### config.mk
export PLATFORM = sky130hd
export DESIGN_NAME = dring_cmpl_writer
export DESIGN_NICKNAME = d
export VERILOG_FILES = /design/src/rtl/dcw_pkg.sv /design/src/rtl/dcw_avail.sv /design/src/rtl/dcw_accum.sv /design/src/rtl/dcw_slot_ctr.sv /design/src/rtl/dcw_ctrl.sv /design/src/rtl/dring_cmpl_writer.sv
export SDC_FILE = /design/constraint.sdc
export NUM_CORES = 1
export LEC_CHECK = 0
export ABC_AREA = 1
export ABC_CLOCK_PERIOD_IN_PS = 6100
export BUFFER_PORTS_ARGS = -buffer_cell sky130_fd_sc_hd__buf_2
export CAP_MARGIN = 20
export CORE_AREA = 2 2 84 86
export CTS_BUF_LIST = sky130_fd_sc_hd__clkbuf_16
export CTS_CLUSTER_DIAMETER = 40
export DETAILED_ROUTE_END_ITERATION = 6
export DIE_AREA = 0 0 86 88
export GPL_ROUTABILITY_DRIVEN = 0
export GPL_TIMING_DRIVEN = 0
export HOLD_SLACK_MARGIN = 0.06
export MAX_ROUTING_LAYER = met4
export PLACE_DENSITY = 0.65
export SLEW_MARGIN = 20
export SYNTH_ARGS = -nofsm -noshare
export SYNTH_HDL_FRONTEND = slang
export SYNTH_SLANG_ARGS = --single-unit
### constraint.sdc
create_clock -name clk -period 6.1 [get_ports clk]
set_input_delay 1.525 -clock clk [delete_from_list [all_inputs] [get_ports clk]]
set_output_delay 1.525 -clock clk [all_outputs]
set_load 0.01 [all_outputs]
### src/rtl/dcw_pkg.sv
package dcw_pkg;

    typedef enum logic [1:0] {
        ST_IDLE   = 2'd0,
        ST_GATHER = 2'd1,
        ST_WRITE  = 2'd2,
        ST_DONE   = 2'd3
    } dcw_state_e;

endpackage

### src/rtl/dcw_avail.sv
// Posted-buffer check: compares the masked software write index with the read slot.
module dcw_avail #(
    parameter int RING_LG2  = 3,
    parameter int IDX_REG_W = 16
) (
    input  logic [IDX_REG_W-1:0] host_wr_idx,
    input  logic [RING_LG2-1:0]  rd_slot,
    output logic [RING_LG2-1:0]  wr_slot,
    output logic                 slot_free
);
    logic unused_hi_bits;

    assign wr_slot        = host_wr_idx[RING_LG2-1:0];
    assign unused_hi_bits = ^host_wr_idx[IDX_REG_W-1:RING_LG2];
    assign slot_free      = (wr_slot != rd_slot);
endmodule

### src/rtl/dcw_accum.sv
// Gather accumulator: sums fragment lengths, latches metadata from the first fragment.
module dcw_accum #(
    parameter int LEN_W  = 16,
    parameter int META_W = 8
) (
    input  logic              clk,
    input  logic              rst_n,
    input  logic              load,
    input  logic              add,
    input  logic [LEN_W-1:0]  frag_len,
    input  logic [META_W-1:0] frag_meta,
    input  logic              frag_swap,
    output logic [LEN_W-1:0]  total_len,
    output logic [META_W-1:0] meta_q,
    output logic              swap_q,
    output logic              zero_if_first,
    output logic              zero_if_more
);
    logic [LEN_W-1:0] sum_more;
    logic [LEN_W-1:0] next_total;

    assign sum_more      = total_len + frag_len;
    assign zero_if_first = (frag_len == '0);
    assign zero_if_more  = (sum_more == '0);

    always_comb begin
        next_total = total_len;
        if (load)
            next_total = frag_len;
        else if (add)
            next_total = sum_more;
    end

    always_ff @(posedge clk) begin
        if (!rst_n) begin
            total_len <= '0;
            meta_q    <= '0;
            swap_q    <= 1'b0;
        end else begin
            total_len <= next_total;
            if (load) begin
                meta_q <= frag_meta;
                swap_q <= frag_swap;
            end
        end
    end
endmodule

### src/rtl/dcw_slot_ctr.sv
// Read-slot counter; wraps through the power-of-two ring by its own width.
module dcw_slot_ctr #(
    parameter int RING_LG2 = 3
) (
    input  logic                clk,
    input  logic                rst_n,
    input  logic                step,
    output logic [RING_LG2-1:0] slot
);
    localparam logic [RING_LG2-1:0] ONE = RING_LG2'(1);

    always_ff @(posedge clk) begin
        if (!rst_n)
            slot <= '0;
        else if (step)
            slot <= slot + ONE;
    end
endmodule

### src/rtl/dcw_ctrl.sv
// Completion sequencer: IDLE -> GATHER -> WRITE -> DONE.
module dcw_ctrl
    import dcw_pkg::*;
(
    input  logic clk,
    input  logic rst_n,
    input  logic xfer_valid,
    input  logic xfer_more,
    input  logic slot_free,
    input  logic zero_if_first,
    input  logic zero_if_more,
    input  logic wb_ack,
    output logic xfer_ready,
    output logic ring_stall,
    output logic acc_load,
    output logic acc_add,
    output logic wb_valid,
    output logic step,
    output logic copy_done
);
    dcw_state_e state_q, state_d;

    always_ff @(posedge clk) begin
        if (!rst_n)
            state_q <= ST_IDLE;
        else
            state_q <= state_d;
    end

    always_comb begin
        state_d    = state_q;
        xfer_ready = 1'b0;
        ring_stall = 1'b0;
        acc_load   = 1'b0;
        acc_add    = 1'b0;
        wb_valid   = 1'b0;
        step       = 1'b0;
        copy_done  = 1'b0;
        unique case (state_q)
            ST_IDLE: begin
                xfer_ready = slot_free;
                ring_stall = xfer_valid && !slot_free;
                if (xfer_valid && slot_free) begin
                    acc_load = 1'b1;
                    if (xfer_more)
                        state_d = ST_GATHER;
                    else if (!zero_if_first)
                        state_d = ST_WRITE;
                end
            end
            ST_GATHER: begin
                xfer_ready = 1'b1;
                if (xfer_valid) begin
                    acc_add = 1'b1;
                    if (!xfer_more)
                        state_d = zero_if_more ? ST_IDLE : ST_WRITE;
                end
            end
            ST_WRITE: begin
                wb_valid = 1'b1;
                if (wb_ack) begin
                    step    = 1'b1;
                    state_d = ST_DONE;
                end
            end
            ST_DONE: begin
                copy_done = 1'b1;
                state_d   = ST_IDLE;
            end
        endcase
    end

    // completion event never lasts more than one cycle
    a_r7_done_single: assert property (@(posedge clk) disable iff (!rst_n)
        copy_done |=> !copy_done);

    // an acknowledged write-back is followed by the event
    a_r7_done_after_ack: assert property (@(posedge clk) disable iff (!rst_n)
        (wb_valid && wb_ack) |=> copy_done);

    // no stall indication while a fragment is being taken
    a_r2_stall_excl: assert property (@(posedge clk) disable iff (!rst_n)
        ring_stall |-> !xfer_ready);
endmodule

### src/rtl/dring_cmpl_writer.sv
module dring_cmpl_writer #(
    parameter int RING_LG2  = 3,
    parameter int IDX_REG_W = 16,
    parameter int LEN_W     = 16,
    parameter int META_W    = 8
) (
    input  logic                 clk,
    input  logic                 rst_n,
    input  logic [IDX_REG_W-1:0] host_wr_idx,
    output logic [IDX_REG_W-1:0] rd_idx,
    input  logic                 xfer_valid,
    output logic                 xfer_ready,
    input  logic                 xfer_more,
    input  logic [LEN_W-1:0]     xfer_len,
    input  logic [META_W-1:0]    xfer_meta,
    input  logic                 xfer_swap,
    output logic                 ring_stall,
    output logic                 wb_valid,
    output logic [RING_LG2-1:0]  wb_slot,
    output logic [LEN_W-1:0]     wb_len,
    output logic [META_W:0]      wb_flags,
    input  logic                 wb_ack,
    output logic                 copy_done
);
    localparam int PAD_W = IDX_REG_W - RING_LG2;
    localparam logic [RING_LG2-1:0] ONE = RING_LG2'(1);

    logic [RING_LG2-1:0] rd_slot;
    logic [RING_LG2-1:0] wr_slot;
    logic                slot_free;
    logic                acc_load, acc_add, step;
    logic                zero_if_first, zero_if_more;
    logic [LEN_W-1:0]    total_len;
    logic [META_W-1:0]   meta_q;
    logic                swap_q;

    dcw_avail #(.RING_LG2(RING_LG2), .IDX_REG_W(IDX_REG_W)) u_avail (
        .host_wr_idx (host_wr_idx),
        .rd_slot     (rd_slot),
        .wr_slot     (wr_slot),
        .slot_free   (slot_free)
    );

    dcw_accum #(.LEN_W(LEN_W), .META_W(META_W)) u_accum (
        .clk           (clk),
        .rst_n         (rst_n),
        .load          (acc_load),
        .add           (acc_add),
        .frag_len      (xfer_len),
        .frag_meta     (xfer_meta),
        .frag_swap     (xfer_swap),
        .total_len     (total_len),
        .meta_q        (meta_q),
        .swap_q        (swap_q),
        .zero_if_first (zero_if_first),
        .zero_if_more  (zero_if_more)
    );

    dcw_slot_ctr #(.RING_LG2(RING_LG2)) u_slot (
        .clk   (clk),
        .rst_n (rst_n),
        .step  (step),
        .slot  (rd_slot)
    );

    dcw_ctrl u_ctrl (
        .clk           (clk),
        .rst_n         (rst_n),
        .xfer_valid    (xfer_valid),
        .xfer_more     (xfer_more),
        .slot_free     (slot_free),
        .zero_if_first (zero_if_first),
        .zero_if_more  (zero_if_more),
        .wb_ack        (wb_ack),
        .xfer_ready    (xfer_ready),
        .ring_stall    (ring_stall),
        .acc_load      (acc_load),
        .acc_add       (acc_add),
        .wb_valid      (wb_valid),
        .step          (step),
        .copy_done     (copy_done)
    );

    assign rd_idx   = {{PAD_W{1'b0}}, rd_slot};
    assign wb_slot  = rd_slot;
    assign wb_len   = total_len;
    assign wb_flags = {meta_q, swap_q};

    // read index holds unless the write-back was acknowledged
    a_r6_idx_after_ack: assert property (@(posedge clk) disable iff (!rst_n)
        !(wb_valid && wb_ack) |=> $stable(rd_idx));

    // each acknowledged write-back moves the slot by exactly one, modulo ring size
    a_r8_idx_step: assert property (@(posedge clk) disable iff (!rst_n)
        (wb_valid && wb_ack) |=> (rd_idx[RING_LG2-1:0] == $past(rd_idx[RING_LG2-1:0]) + ONE));

    // write-back request is held steady until acknowledged
    a_r5_wb_hold: assert property (@(posedge clk) disable iff (!rst_n)
        (wb_valid && !wb_ack) |=> (wb_valid && $stable(wb_len) && $stable(wb_flags) && $stable(wb_slot)));

    // completion marker is never zero
    a_r9_len_nonzero: assert property (@(posedge clk) disable iff (!rst_n)
        wb_valid |-> (wb_len != '0));

    // a new transfer is only taken when a posted slot exists
    a_r2_take_posted: assert property (@(posedge clk) disable iff (!rst_n)
        acc_load |-> (host_wr_idx[RING_LG2-1:0] != rd_idx[RING_LG2-1:0]));
endmodule

[Word-level counts from Yosys, hierarchy flattened]
Index checks and enable logic that the tools add are counted.
Word-level totals
  register bits: 30
  input bits: 46
  output and inout port bits: 48
Operators by class
  $add $sub $neg: 2
  equal/unequal tests: 9
  multiplexer cells: 20
  reduce and logical (&&, ||, !) cells: 8
Operators with widths (count)
  $logic_not A16 Y1: 2
  $mux W16: 2
  $add A16 B16 Y16: 1
  $mux W2: 7
  $mux W1: 9
  $pmux W2 S4: 1
  $ne A2 B2 Y1 const B: 3
  $reduce_and A5 Y1: 1
  $eq A2 B2 Y1 const B: 2
  $add A3 B1 Y3 const B: 1
  $ne A3 B3 Y1: 1
  $ne A3 B3 Y1 const B: 1
  $eq A2 B1 Y1 const B: 1
  $logic_and A1 B1 Y1: 2
  $logic_not A2 Y1: 1
  $ne A2 B1 Y1 const B: 1
  $pmux W1 S2: 1
  $reduce_bool A2 Y1: 1
  $logic_not A1 Y1: 1

[Logic depth before layout (Yosys ltp)]
Gate-level depths: netlist of the first run.
  depth after elaboration: 6
  mapped depth: 14
  depth with buffers taken out: 14

[Modules after synthesis]
From an unflattened synthesis of the first run, not the netlist that was laid out.
Unflattened totals
  cells, all modules: 402
  area total of the unflattened synthesis: 2496.1 um2
Modules (own cells, without submodules)
  dcw_accum: times used 1, cells an instance 312, area each 1970.6 um2, sequential area each 500.5 um2
  dcw_ctrl: times used 1, cells an instance 41, area each 198.9 um2, sequential area each 40.0 um2
  dring_cmpl_writer: times used 1, cells an instance 18, area each 131.4 um2, sequential area each 0.0 um2
  dcw_slot_ctr: times used 1, cells an instance 16, area each 121.4 um2, sequential area each 60.1 um2
  dcw_avail: times used 1, cells an instance 15, area each 73.8 um2, sequential area each 0.0 um2

[Worst setup path before layout of the first run]
OpenSTA, ideal clock, no wires.
  path type: in2out
  from: input host_wr_idx[1]
  to: output ring_stall
  data arrival time: 2.075 ns
  required time: 4.575 ns
  setup slack: 2.500 ns
  cell stages on the path: 3
  cell sequence: xnor2_1 > nand3_2 > nor3_1
Between the ends
  longest elaborated chain between the ends: 4
Ends and longest elaborated chain
  from (decl): RTL line dring_cmpl_writer.sv:9  | input logic [IDX_REG_W-1:0] host_wr_idx,
  $ne A3 B3 Y1: RTL line dcw_avail.sv:15  | assign slot_free = (wr_slot != rd_slot);
  $logic_not A1 Y1: RTL line dcw_ctrl.sv:42  | ring_stall = xfer_valid && !slot_free;
  $logic_and A1 B1 Y1: RTL line dcw_ctrl.sv:42
  $mux W1: RTL line dcw_ctrl.sv:39  | unique case (state_q)
  to (decl): RTL line dring_cmpl_writer.sv:17  | output logic ring_stall,
Every way passes these cells.

[Worst setup path in the final report of the first run]
  from: input host_wr_idx[0]
  to: output ring_stall
The elaborated chain is that of the path after synthesis.

==> results.md, run 1 <==
* Number of clock sinks at 30
* Sequential share of the synthesized area at 0.233
* Most frequent standard cell in the layout excluding fill and tap cells: nand2_1
* Worst supply voltage drop on vdd at 0.000216 V
* Hold-fix buffers, CTS at 0
* Max Buffers Root-to-Sink at 2
* Worst hold path class: register to register
* 1st-iter DRT viols at between 100 and 150
* Number of buffers inserted by post-CTS setup repair at 0
* Routed Antenna Nets at 0
* Leading cell types in the layout, fill and taps excluded: nand2_1, buf_2, inv_1
* R2r worst-path depth at 13
* Nature of the critical path startpoint: primary input
* Buffers on Ports at 67
* Sequential cell area at 601 um^2
* Die height at 88 um
* Placed insts at roughly 580
* Reg-to-reg startpoint: u_accum.total_len[0]
* Die outline width at 86 um
* Die footprint at 7570 um^2
* Worst-path cell chain: buf_2, xnor2_1, nand3_2, nor3_1, buf_2
* Tightest Pin Transition at 0.567 ns
* Vias in the first global route at 2524
* Layout overhead on the synthesized area at 24.0%
* Leakage at 0.00182 uW
* Insertion delay to the later sink of the worst-skew pair at roughly 0.28 ns
* Fraction of layout cells with a size suffix above 1 at 0.217
* Share of total power in combinational logic at 0.609
* Initial standard-cell utilization of the core at 0.387
* Capture endpoint of the worst hold path: u_accum.meta_q[1]
* Final-stage net count at 569
* Number of buffers created by CTS at 5
* TritonCTS clock tree: built
* Total Negative Setup Slacks at 0 ns
* F_max at 0.264 GHz
* Setup Slack @ Placement at 2.29 ns
* Total wirelength of the detailed-routed design at 7380 um
* CP delay by family, top: simple AND/OR/NAND/NOR gates
* Number of stages on the worst hold path at 2
* Skew final at 0.00802 ns
* FF+latch count, synth at 30
* Wire length of the first global-routing pass at 11700 um
* Number of warnings reported in the yosys synthesis log at 0
* Final Instance Count excl. Fillers at 587
* Global Route Usage Sum at 0.204
* Pint at about 740 uW
* Required time worst endpoint at 4.58 ns
* Total number of placement rows at 30
* Post-detailed-route DRC marker count at 0
* DR WL/cell at 12.6 um
* Start point of the worst hold path: u_accum.meta_q[1]
* Via density per instance at 4.79
* Count of boundary I/O pins at 94
* CTS resizes at 0
* Multi-input gate area at roughly 1600 um^2
* Share of total power consumed by net switching at 0.481
* Power per cell area at ~440 nW/um^2
* Library cell used as clock root buffer: clkbuf_16
* Placed wire-length estimate after detailed placement at 5870 um
* Arrival time worst endpoint at about 2.3 ns
* Library cell appearing most often on the critical path: buf_2
* Flop2flop setup slack at 3.98 ns
* Cells after synthesis at 420
* Crit path buf inv count at 2
* Fill cell count at 702
* Clock input transition at the sequential cells of the worst setup and hold paths at approximately 0.050 ns
* Remaining max-slew budget at the tightest pin at 0.622
* Floorplan Core Area at 6640 um^2
* Critical Path Fanout Max at 4
* Crit path launch: host_wr_idx[0]
* Crit Path Class: primary input to output pin
* Switching Power at approximately 680 uW
* Highest cell delay on the worst timing path at between 0.15 and 0.2 ns
* Crit path setup slack, layout at roughly 2.3 ns
* Clock Power Share at 0.167
* Post-route clock period utilization at 0.621
* Endpoint kind of the worst setup timing path: output pin
* Capturing point of the worst reg2reg path: u_ctrl.state_q[1]
* Max-capacitance violation count at 0
* Remaining Overflow, GRT at 0
* Initial antenna violation count at 0
* Number of hold violations in the final report at 0
* Cell variety after synth at 30
* RSZ-0062 raised after global routing: no
* Total via count after detailed routing at between 2000 and 3000
* Post-Syn Area at 2570 um^2
* Tmin final at 3.79 ns
* Util after Layout at 0.480
* Mean post-synth cell area at 6.12 um^2
* CP max stage cell: xnor2_1
* Maximum number of pins on one net before global-route repair at 11
* Number of iterations in the first detailed-routing pass at 4
* Number of setup violations in the final report at 0
* CTS H-Tree Depth at 2
* Sequential share of power at 0.224
* N_diodes at 0
* Outcome: completed
* Final Max Slew Viols at 0
## layer usage
metal | GRT usage | vias to the layer above | share of wire
met1 | 0.272 | 1234 | 0.49
li1 | - | 1489 | -
met4 | 0.0534 | 0 | 0.0057
met3 | 0.0452 | 5 | 0.065
met2 | 0.312 | 84 | 0.44
met5 | - | - | 0
## layout make-up
class / count / area share
Buffer: 27 / 0.0580
Inverter: 53 / 0.0624
Clock buffer: 5 / 0.0392
Tap cell: 80 / 0.0314
Sequential cell: 30 / 0.188
Multi-Input combinational cell: 322 / 0.512
Timing Repair Buffer: 67 / 0.105
Clock inverter: 3 / 0.00392
## worst reg2reg max path, delay by kind of cell, from the launching register on
family / cells / cell delay [ns]
fa+ha+maj: 2 / 0.68
flops: 1 / 0.32
simple gates: 9 / 0.85
buf+inv: 1 / 0.10
compound gates: 1 / 0.05
## power groups by stage
stage	clock (uW)	sequential (uW)	combinational, uW
CTS	242	316	860
global placement	0	318	842
global route	254	326	972
detailed placement	0	320	855
finish	237	317	863
floorplan	0	342	590
## kinds of logic after synthesis
kind of cell	Yosys count	synth area share
xor gates and xnor gates	11	0.0375
and+or+nand+nor	224	0.373
adders and majority gates	17	0.0856
DFF	30	0.233
other	1	0.00146
buffers and inverters	80	0.149
AOI/OAI and AO/OA	57	0.120
## how the worst max path moves through the flow
stage / to / depth (start not counted)
2_1_floorplan: ring_stall / 3
3_3_place_gp: ring_stall / 5
3_5_place_dp: ring_stall / 5
4_1_cts: ring_stall / 5
5_1_grt: ring_stall / 5
6_report: ring_stall / 5
## state kept, by name (all words and copies together), names as in the netlist
name	cells
u_ctrl.state_q	2
u_accum.meta_q	8
u_slot.slot	3
u_accum.swap_q	1
u_accum.total_len	16
## synthesized netlist by cell type
cell      instances  share of area
xnor2_1           6          0.020
buf_2             4         0.0078
nand4_1           4         0.0097
nand2_2           3         0.0073
dfxtp_1          30           0.23
nor2_2            1         0.0024
a31oi_1          13          0.032
nand3_1          25          0.049
o21ai_0          28          0.054
ha_1             16          0.078
fa_1              1         0.0078
nor3_1            7          0.014
inv_2             2         0.0029
and2_1            1         0.0024
nand3b_1          3         0.0088
buf_6             1         0.0044
buf_4            19          0.055
nor2_1           45          0.066
a21oi_2           1         0.0034
o21ai_2           1         0.0034
buf_1             1         0.0015
or2_0             3         0.0073
conb_1            1         0.0015
a21oi_1          14          0.027
clkbuf_1          2         0.0029
nand2_1         125           0.18
or2_1             2         0.0049
nand3_2           5          0.019
inv_1            51          0.074
xor2_1            5          0.017
## per-stage QoR
step,hold slack (ns),instance area (um^2),power (uW)
6_report,0.474,3190,1420
5_1_grt,0.506,3190,1550
4_1_cts,0.479,3190,1420
3_5_place_dp,0.467,3050,1180
3_3_place_gp,0.458,3050,1160
2_1_floorplan,0.456,2620,932
(Power assumes the default switching activity.)
==> inputs of run 2 (changes only) <==
--- a/config.mk
+++ b/config.mk
@@ -6,7 +6,7 @@
 export NUM_CORES = 1
 export LEC_CHECK = 0
 export ABC_AREA = 1
-export ABC_CLOCK_PERIOD_IN_PS = 6100
+export ABC_CLOCK_PERIOD_IN_PS = 3400
 export BUFFER_PORTS_ARGS = -buffer_cell sky130_fd_sc_hd__buf_2
 export CAP_MARGIN = 20
 export CORE_AREA = 2 2 84 86
@@ -18,7 +18,7 @@
 export GPL_TIMING_DRIVEN = 0
 export HOLD_SLACK_MARGIN = 0.06
 export MAX_ROUTING_LAYER = met4
-export PLACE_DENSITY = 0.65
+export PLACE_DENSITY = 0.68
 export SLEW_MARGIN = 20
 export SYNTH_ARGS = -nofsm -noshare
 export SYNTH_HDL_FRONTEND = slang
==> constraint.sdc (replaced) <==
create_clock -name clk -period 3.4 [get_ports clk]
set_input_delay 0.85 -clock clk [delete_from_list [all_inputs] [get_ports clk]]
set_output_delay 0.85 -clock clk [all_outputs]
set_load 0.01 [all_outputs]
==> run 2 against run 1 <==
Count of clock-buffer cells in the layout unchanged. Largest power group unchanged. Sequential cell count did not move. Die area did not move. Clock power increased by 120%. Wire length increased by 0.91%. Non-clock buffer count is the same. Critical path depth grew 8. Critical endpoint is now u_ctrl.state_q[1]. Hold slack improved by 0.0014 ns. Via count rose by 0.28%.
==> results.md, run 2 (synthesis gave the netlist of run 1 again) <==
* CP endpoint: u_ctrl.state_q[1] (was ring_stall)
* Number of clock sinks at 30 (unchanged)
* Die outline width at 86 um (unchanged)
* Initial antenna violation count at 0 (unchanged)
* Post-route clock period utilization at 0.743
* Placed insts at 579 (unchanged)
* Total Negative Setup Slacks at 0 ns (unchanged)
* Fraction of layout cells with a size suffix above 1 at 0.221 (was 0.217)
* 1st-iter DRT viols at 127 (was 129)
* Floorplan Core Area at 6640 um^2 (unchanged)
* Die footprint at 7570 um^2 (unchanged)
* Fill cell count at 678 (was 702)
* Top flop regs: u_accum.total_len (16), u_accum.meta_q (8), u_slot.slot (3) (unchanged)
* Most frequent standard cell in the layout excluding fill and tap cells: nand2_1 (unchanged)
* Post-detailed-route DRC marker count at 0 (unchanged)
* Placed wire-length estimate after detailed placement at 5820 um (was 5870 um)
* Total number of placement rows at 30 (unchanged)
* Via density per instance at 4.80 (was 4.79)
* Layout overhead on the synthesized area at 25.1% (was 24.0%)
* Final-stage net count at 569 (unchanged)
* CTS H-Tree Depth at 2 (unchanged)
* Leading cell types in the layout, fill and taps excluded: nand2_1, buf_2, inv_1 (unchanged)
* Number of buffers inserted by post-CTS setup repair at 0 (unchanged)
* Largest register by flop count: u_accum.total_len (unchanged)
* Hold-fix buffers, CTS at 0 (unchanged)
* Outcome: completed (unchanged)
* Insertion delay to the later sink of the worst-skew pair at 0.28 ns (about the same)
* DR WL/cell at 12.7 um (was 12.6 um)
* Tmin final at around 2.5 ns
* Power per cell area at 815 nW/um^2 (was 444 nW/um^2)
* Reg-to-reg startpoint: u_accum.total_len[0] (unchanged)
* Number of stages on the worst hold path at 2 (unchanged)
* Initial standard-cell utilization of the core at 0.387 (unchanged)
* Number of buffers created by CTS at 5 (unchanged)
* RSZ-0062 raised after global routing: no (unchanged)
* Flop2flop setup slack at 1.26 ns (was 3.98 ns)
* Total via count after detailed routing at 2820 (was 2812)
* Crit Path Class: primary input to register (was primary input to output pin)
* Worst supply voltage drop on vdd at 0.000383 V (was 0.000216 V)
* Number of hold violations in the final report at 0 (unchanged)
* Capturing point of the worst reg2reg path: u_ctrl.state_q[1] (unchanged)
* Post-place instance area at 3050 um^2 (unchanged)
* N_diodes at 0 (unchanged)
* Critical Path Fanout Max at 4 (unchanged)
* Clock input transition at the sequential cells of the worst setup and hold paths at 0.05 ns (about the same)
* Remaining max-slew budget at the tightest pin at 0.600 (was 0.622)
* Endpoint kind of the worst setup timing path: register (was output pin)
* CTS resizes at 0 (unchanged)
* Tightest Pin Transition at 0.600 ns (was 0.567 ns)
* R2r worst-path depth at 12 (was 13)
* Maximum number of pins on one net before global-route repair at 11 (unchanged)
* Skew final at 0.00437 ns (was 0.00802 ns)
* Routed Antenna Nets at 0 (unchanged)
* Leakage at 0.00183 uW (was 0.00182 uW)
* Library cell used as clock root buffer: clkbuf_16 (unchanged)
* Number of iterations in the first detailed-routing pass at 4 (unchanged)
* Crit path launch: xfer_len[0] (was host_wr_idx[0])
* TritonCTS clock tree: built (unchanged)
* Number of setup violations in the final report at 0 (unchanged)
* Final Max Slew Viols at 0 (unchanged)
* Buffers on Ports at 67 (unchanged)
* Non-Filler Cell Area, Final at 3220 um^2 (was 3190 um^2)
* Final Instance Count excl. Fillers at 587 (unchanged)
* Max-capacitance violation count at 0 (unchanged)
* Wire length of the first global-routing pass at 11800 um (was 11700 um)
* Flip-flop count of the largest register after layout at 16 (unchanged)
* Remaining Overflow, GRT at 0 (unchanged)
* Max Buffers Root-to-Sink at 2 (unchanged)
* Die height at 88 um (unchanged)
* F_max at 0.396 GHz
* Count of boundary I/O pins at 94 (unchanged)
* Multi-input gate area at 1630 um^2 (unchanged)
* Required time worst endpoint at 3.56 ns (was 4.58 ns)
* Total wirelength of the detailed-routed design at 7450 um (was 7380 um)
* Worst hold path class: register to register (unchanged)
* Nature of the critical path startpoint: primary input (unchanged)
* Sequential cell area at 601 um^2 (unchanged)
* Util after Layout at 0.484 (was 0.480)
* Arrival time worst endpoint at 2.69 ns (was 2.26 ns)
* Global Route Usage Sum at 0.205 (was 0.204)
* Vias in the first global route at 2618 (was 2524)
-- run 2: final cells by class --
class / count / share of cell area
Buffer: 27 / 0.0575
Timing Repair Buffer: 67 / 0.104
Inverter: 53 / 0.0618
Clock buffer: 5 / 0.0389
Clock inverter: 3 / 0.0124
Tap cell: 80 / 0.0311
Multi-Input combinational cell: 322 / 0.507
Sequential cell: 30 / 0.187
-- run 2: worst min path at each step --
stage	start	to	slack, ns
after global routing	u_accum.meta_q[5]	u_accum.meta_q[5]	0.50
after detailed placement	u_accum.meta_q[2]	u_accum.meta_q[2]	0.47
final	u_accum.meta_q[2]	u_accum.meta_q[2]	0.48
after CTS	u_accum.meta_q[2]	u_accum.meta_q[2]	0.48
after floorplan	u_accum.swap_q	u_accum.swap_q	0.46
after global placement	u_accum.meta_q[7]	u_accum.meta_q[7]	0.46
-- run 2: power by group --
group          switching, uW  internal [uW]  leakage [uW]  total (uW)
clock network            168            343     0.0000836         511
registers               92.5            476      0.000248         568
logic                    964            579       0.00150        1540
total                   1230           1400       0.00183        2620
-- run 2: worst max-delay path, cell delays in order --
cell and delay, ns:
buf_2 0.12, ha_1 0.24, fa_1 0.46, nand3_1 0.12, nand3_2 0.09, nand3_1 0.13
nand4_1 0.12, nand2_1 0.10, nand2_1 0.07, nor2_1 0.16, nand3_1 0.10, nand2_1 0.09
a21oi_2 0.05
-- run 2: through the flow --
| step | hold slack, ns | worst slack [ns] | power (uW) |
|---|---|---|---|
| 2_1_floorplan | 0.456 | 1.02 | 1670 |
| 3_3_place_gp | 0.460 | 0.623 | 2070 |
| 3_5_place_dp | 0.469 | 0.592 | 2100 |
| 4_1_cts | 0.482 | 0.874 | 2630 |
| 5_1_grt | 0.503 | 0.699 | 2860 |
| 6_report | 0.475 | 0.874 | 2620 |
-- run 2: per-layer routing --
metal,track usage,vias up,wire [um]
met4,0.0794,0,75
met2,0.339,86,3440
met1,0.251,1233,3340
met3,0.0330,8,596
li1,-,1493,-
met5,-,-,0
==> inputs of run 3 (changes only) <==
--- a/config.mk
+++ b/config.mk
@@ -6,7 +6,7 @@
 export NUM_CORES = 1
 export LEC_CHECK = 0
 export ABC_AREA = 1
-export ABC_CLOCK_PERIOD_IN_PS = 3400
+export ABC_CLOCK_PERIOD_IN_PS = 2300
 export BUFFER_PORTS_ARGS = -buffer_cell sky130_fd_sc_hd__buf_2
 export CAP_MARGIN = 20
 export CORE_AREA = 2 2 84 86
==> constraint.sdc (replaced) <==
create_clock -name clk -period 2.3 [get_ports clk]
set_input_delay 0.575 -clock clk [delete_from_list [all_inputs] [get_ports clk]]
set_output_delay 0.575 -clock clk [all_outputs]
set_load 0.01 [all_outputs]
==> run 3 against run 2 <==
Register-to-register slack got worse by 1.0 ns. Wire length increased by 0.13%. Sequential power increased by 48%. Critical path depth up 1. Final cell count is the same. Count of clock-buffer cells in the layout did not move. Worst setup slack worse by 0.73 ns. Global-route usage did not move.
==> results.md, run 3 (synthesis gave the netlist of run 1 again) <==
* Outcome: completed (unchanged)
* Final Instance Count excl. Fillers at 587 (unchanged)
* Initial antenna violation count at 0 (unchanged)
* Worst supply voltage drop on vdd at 0.000567 V (was 0.000383 V)
* Tmin final at ~2.2 ns
* Crit path setup slack, layout at 0.148 ns (was 0.874 ns)
* Floorplan Core Area at 6640 um^2 (unchanged)
* Sequential share of power at 0.216 (was 0.217)
* Global Route Usage Sum at 0.205 (unchanged)
* Count of cell instances traversed by the critical path at 14 (was 13)
* Crit Path Class: primary input to register (unchanged)
* Multi-input gate area at 1640 um^2 (was 1630 um^2)
* Post-place instance area at 3050 um^2 (unchanged)
* N_diodes at 0 (unchanged)
* Critical Path Fanout Max at 4 (unchanged)
* Via density per instance at 4.83 (was 4.80)
* Most frequent standard cell in the layout excluding fill and tap cells: nand2_1 (unchanged)
* Placed insts at 579 (unchanged)
* CP delay by family, top: simple AND/OR/NAND/NOR gates (unchanged)
* Clock input transition at the sequential cells of the worst setup and hold paths at 0.05 ns (about the same)
* Buffers on Ports at 67 (unchanged)
* Worst-path cell chain: buf_2, ha_1, fa_2, nand3_1, nand3_2, inv_1, or2_1, nand3_1, nor2_1, nand2_1, nor2_1, nand3_1, nand2_1, a21oi_2 (was buf_2, ha_1, fa_1, nand3_1, nand3_2, nand3_1, nand4_1, nand2_1, nand2_1, nor2_1, nand3_1, nand2_1, a21oi_2)
* Count of boundary I/O pins at 94 (unchanged)
* Pint at 2070 uW (was 1400 uW)
* Required time worst endpoint at 2.46 ns (was 3.56 ns)
* Number of iterations in the first detailed-routing pass at 5 (was 4)
* Hold-fix buffers, CTS at 0 (unchanged)
* Wire length of the first global-routing pass at 11800 um (unchanged)
* CP max stage cell: fa_2 (was fa_1)
* Number of hold violations in the final report at 0 (unchanged)
* Routed Antenna Nets at 0 (unchanged)
* Crit path buf inv count at 2 (was 1)
* Fraction of layout cells with a size suffix above 1 at 0.225 (was 0.221)
* Skew final at 0.00452 ns (was 0.00437 ns)
* Remaining max-slew budget at the tightest pin at 0.593 (was 0.600)
* Switching Power at 1820 uW (was 1230 uW)
* Vias in the first global route at 2618 (unchanged)
* Layout overhead on the synthesized area at 25.3% (was 25.1%)
* Arrival time worst endpoint at 2.32 ns (was 2.69 ns)
* Non-Filler Cell Area, Final at 3220 um^2 (about the same)
* Share of total power in combinational logic at 0.590 (was 0.589)
* Nature of the critical path startpoint: primary input (unchanged)
* Post-detailed-route DRC marker count at 0 (unchanged)
* Endpoint kind of the worst setup timing path: register (unchanged)
* Setup Slack @ Placement at -0.233 ns (was 0.592 ns)
* F_max at 0.465 GHz
* Largest register by flop count: u_accum.total_len (unchanged)
* Fill cell count at 676 (was 678)
* Leading cell types in the layout, fill and taps excluded: nand2_1, buf_2, inv_1 (unchanged)
* Post-route clock period utilization at 0.936
* CTS H-Tree Depth at 2 (unchanged)
* Total via count after detailed routing at 2833 (was 2820)
* R2r worst-path depth at 13 (was 12)
* Library cell appearing most often on the critical path: nand3_1
* Max-capacitance violation count at 0 (unchanged)
* Placed wire-length estimate after detailed placement at 5820 um (unchanged)
* Top flop regs: u_accum.total_len (16), u_accum.meta_q (8), u_slot.slot (3) (unchanged)
* Share of total power consumed by net switching at 0.468 (was 0.467)
* Worst hold path class: register to register (unchanged)
* Clock Power Share at 0.194 (was 0.195)
* Maximum number of pins on one net before global-route repair at 11 (unchanged)
* Number of stages on the worst hold path at 2 (unchanged)
* DR WL/cell at 12.7 um (about the same)
* Remaining Overflow, GRT at 0 (unchanged)
* Total wirelength of the detailed-routed design at 7460 um (was 7450 um)
* 1st-iter DRT viols at 126 (was 127)
* Hold slack at 0.475 ns (unchanged)
* Power per cell area at 1210 nW/um^2 (was 815 nW/um^2)
* Final Max Slew Viols at 0 (unchanged)
* Die height at 88 um (unchanged)
* Library cell used as clock root buffer: clkbuf_16 (unchanged)
* Leakage at 0.00183 uW (about the same)
* Die footprint at 7570 um^2 (unchanged)
* Tightest Pin Transition at 0.610 ns (was 0.600 ns)
* Number of setup violations in the final report at 0 (unchanged)
* Number of buffers created by CTS at 5 (unchanged)
* TritonCTS clock tree: built (unchanged)
* Initial standard-cell utilization of the core at 0.387 (unchanged)
* Total number of placement rows at 30 (unchanged)
* Number of buffers inserted by post-CTS setup repair at 0 (unchanged)
* Highest cell delay on the worst timing path at 0.40 ns (was 0.46 ns)
* Final-stage net count at 569 (unchanged)
* Max Buffers Root-to-Sink at 2 (unchanged)
* Number of clock sinks at 30 (unchanged)
* Die outline width at 86 um (unchanged)
* RSZ-0062 raised after global routing: no (unchanged)
* Flip-flop count of the largest register after layout at 16 (unchanged)
* Sequential cell area at 601 um^2 (unchanged)
* Insertion delay to the later sink of the worst-skew pair at 0.28 ns (about the same)
## run 3: power by group through the flow
stage               clock network (uW)  logic, uW  registers (uW)
floorplan                            0       1560             906
global placement                     0       2220             842
detailed placement                   0       2250             851
CTS                                770       2270             840
global route                       794       2580             866
finish                             755       2290             841
## run 3: worst paths after layout
| kind | slack (ns) | to | startpoint |
|---|---|---|---|
| setup reg to reg | 0.26 | u_ctrl.state_q[1] | u_accum.total_len[0] |
| setup / recovery | 0.15 | u_ctrl.state_q[1] | xfer_len[0] |
| hold reg to reg | 0.48 | u_accum.meta_q[2] | u_accum.meta_q[2] |
| hold / removal | 0.48 | u_accum.meta_q[2] | u_accum.meta_q[2] |
## run 3: stage by stage
step | TNS (ns) | power [uW] | utilization
after floorplan | 0 | 2470 | -
after global placement | -0.202 | 3060 | 0.460
after detailed placement | -0.233 | 3100 | 0.460
after CTS | 0 | 3880 | 0.484
after global routing | 0 | 4240 | 0.485
final | 0 | 3890 | 0.485
## run 3: repair_timing
action / 4_1_cts / 5_1_grt
resized for setup: 0 / 2
endpoints found under the setup margin: 0 / 1
endpoints found under the hold margin: 0 / 0
## run 3: worst reg2reg max path, delay by kind of cell (launching register included)
family / cells / cell delay, ns
buffers and inverters: 1 / 0.09
adders and majority gates: 2 / 0.62
AOI/OAI and AO/OA: 1 / 0.05
DFF: 1 / 0.32
and+or+nand+nor: 9 / 0.84
## run 3: final cells by class
cell class / count / share of cell area
multi-input cells: 322 / 0.508
flip-flops and latches: 30 / 0.186
repair buffers: 67 / 0.104
inverters: 53 / 0.0617
plain buffers: 27 / 0.0575
clock buffers: 5 / 0.0388
well taps: 80 / 0.0311
clock inverters: 3 / 0.0124
## run 3: routing by layer
metal,GRT usage,share of wire,routed length (um)
met2,0.339,0.46,3440
met5,-,0,0
met1,0.251,0.46,3400
met3,0.0330,0.072,540
met4,0.0794,0.010,75
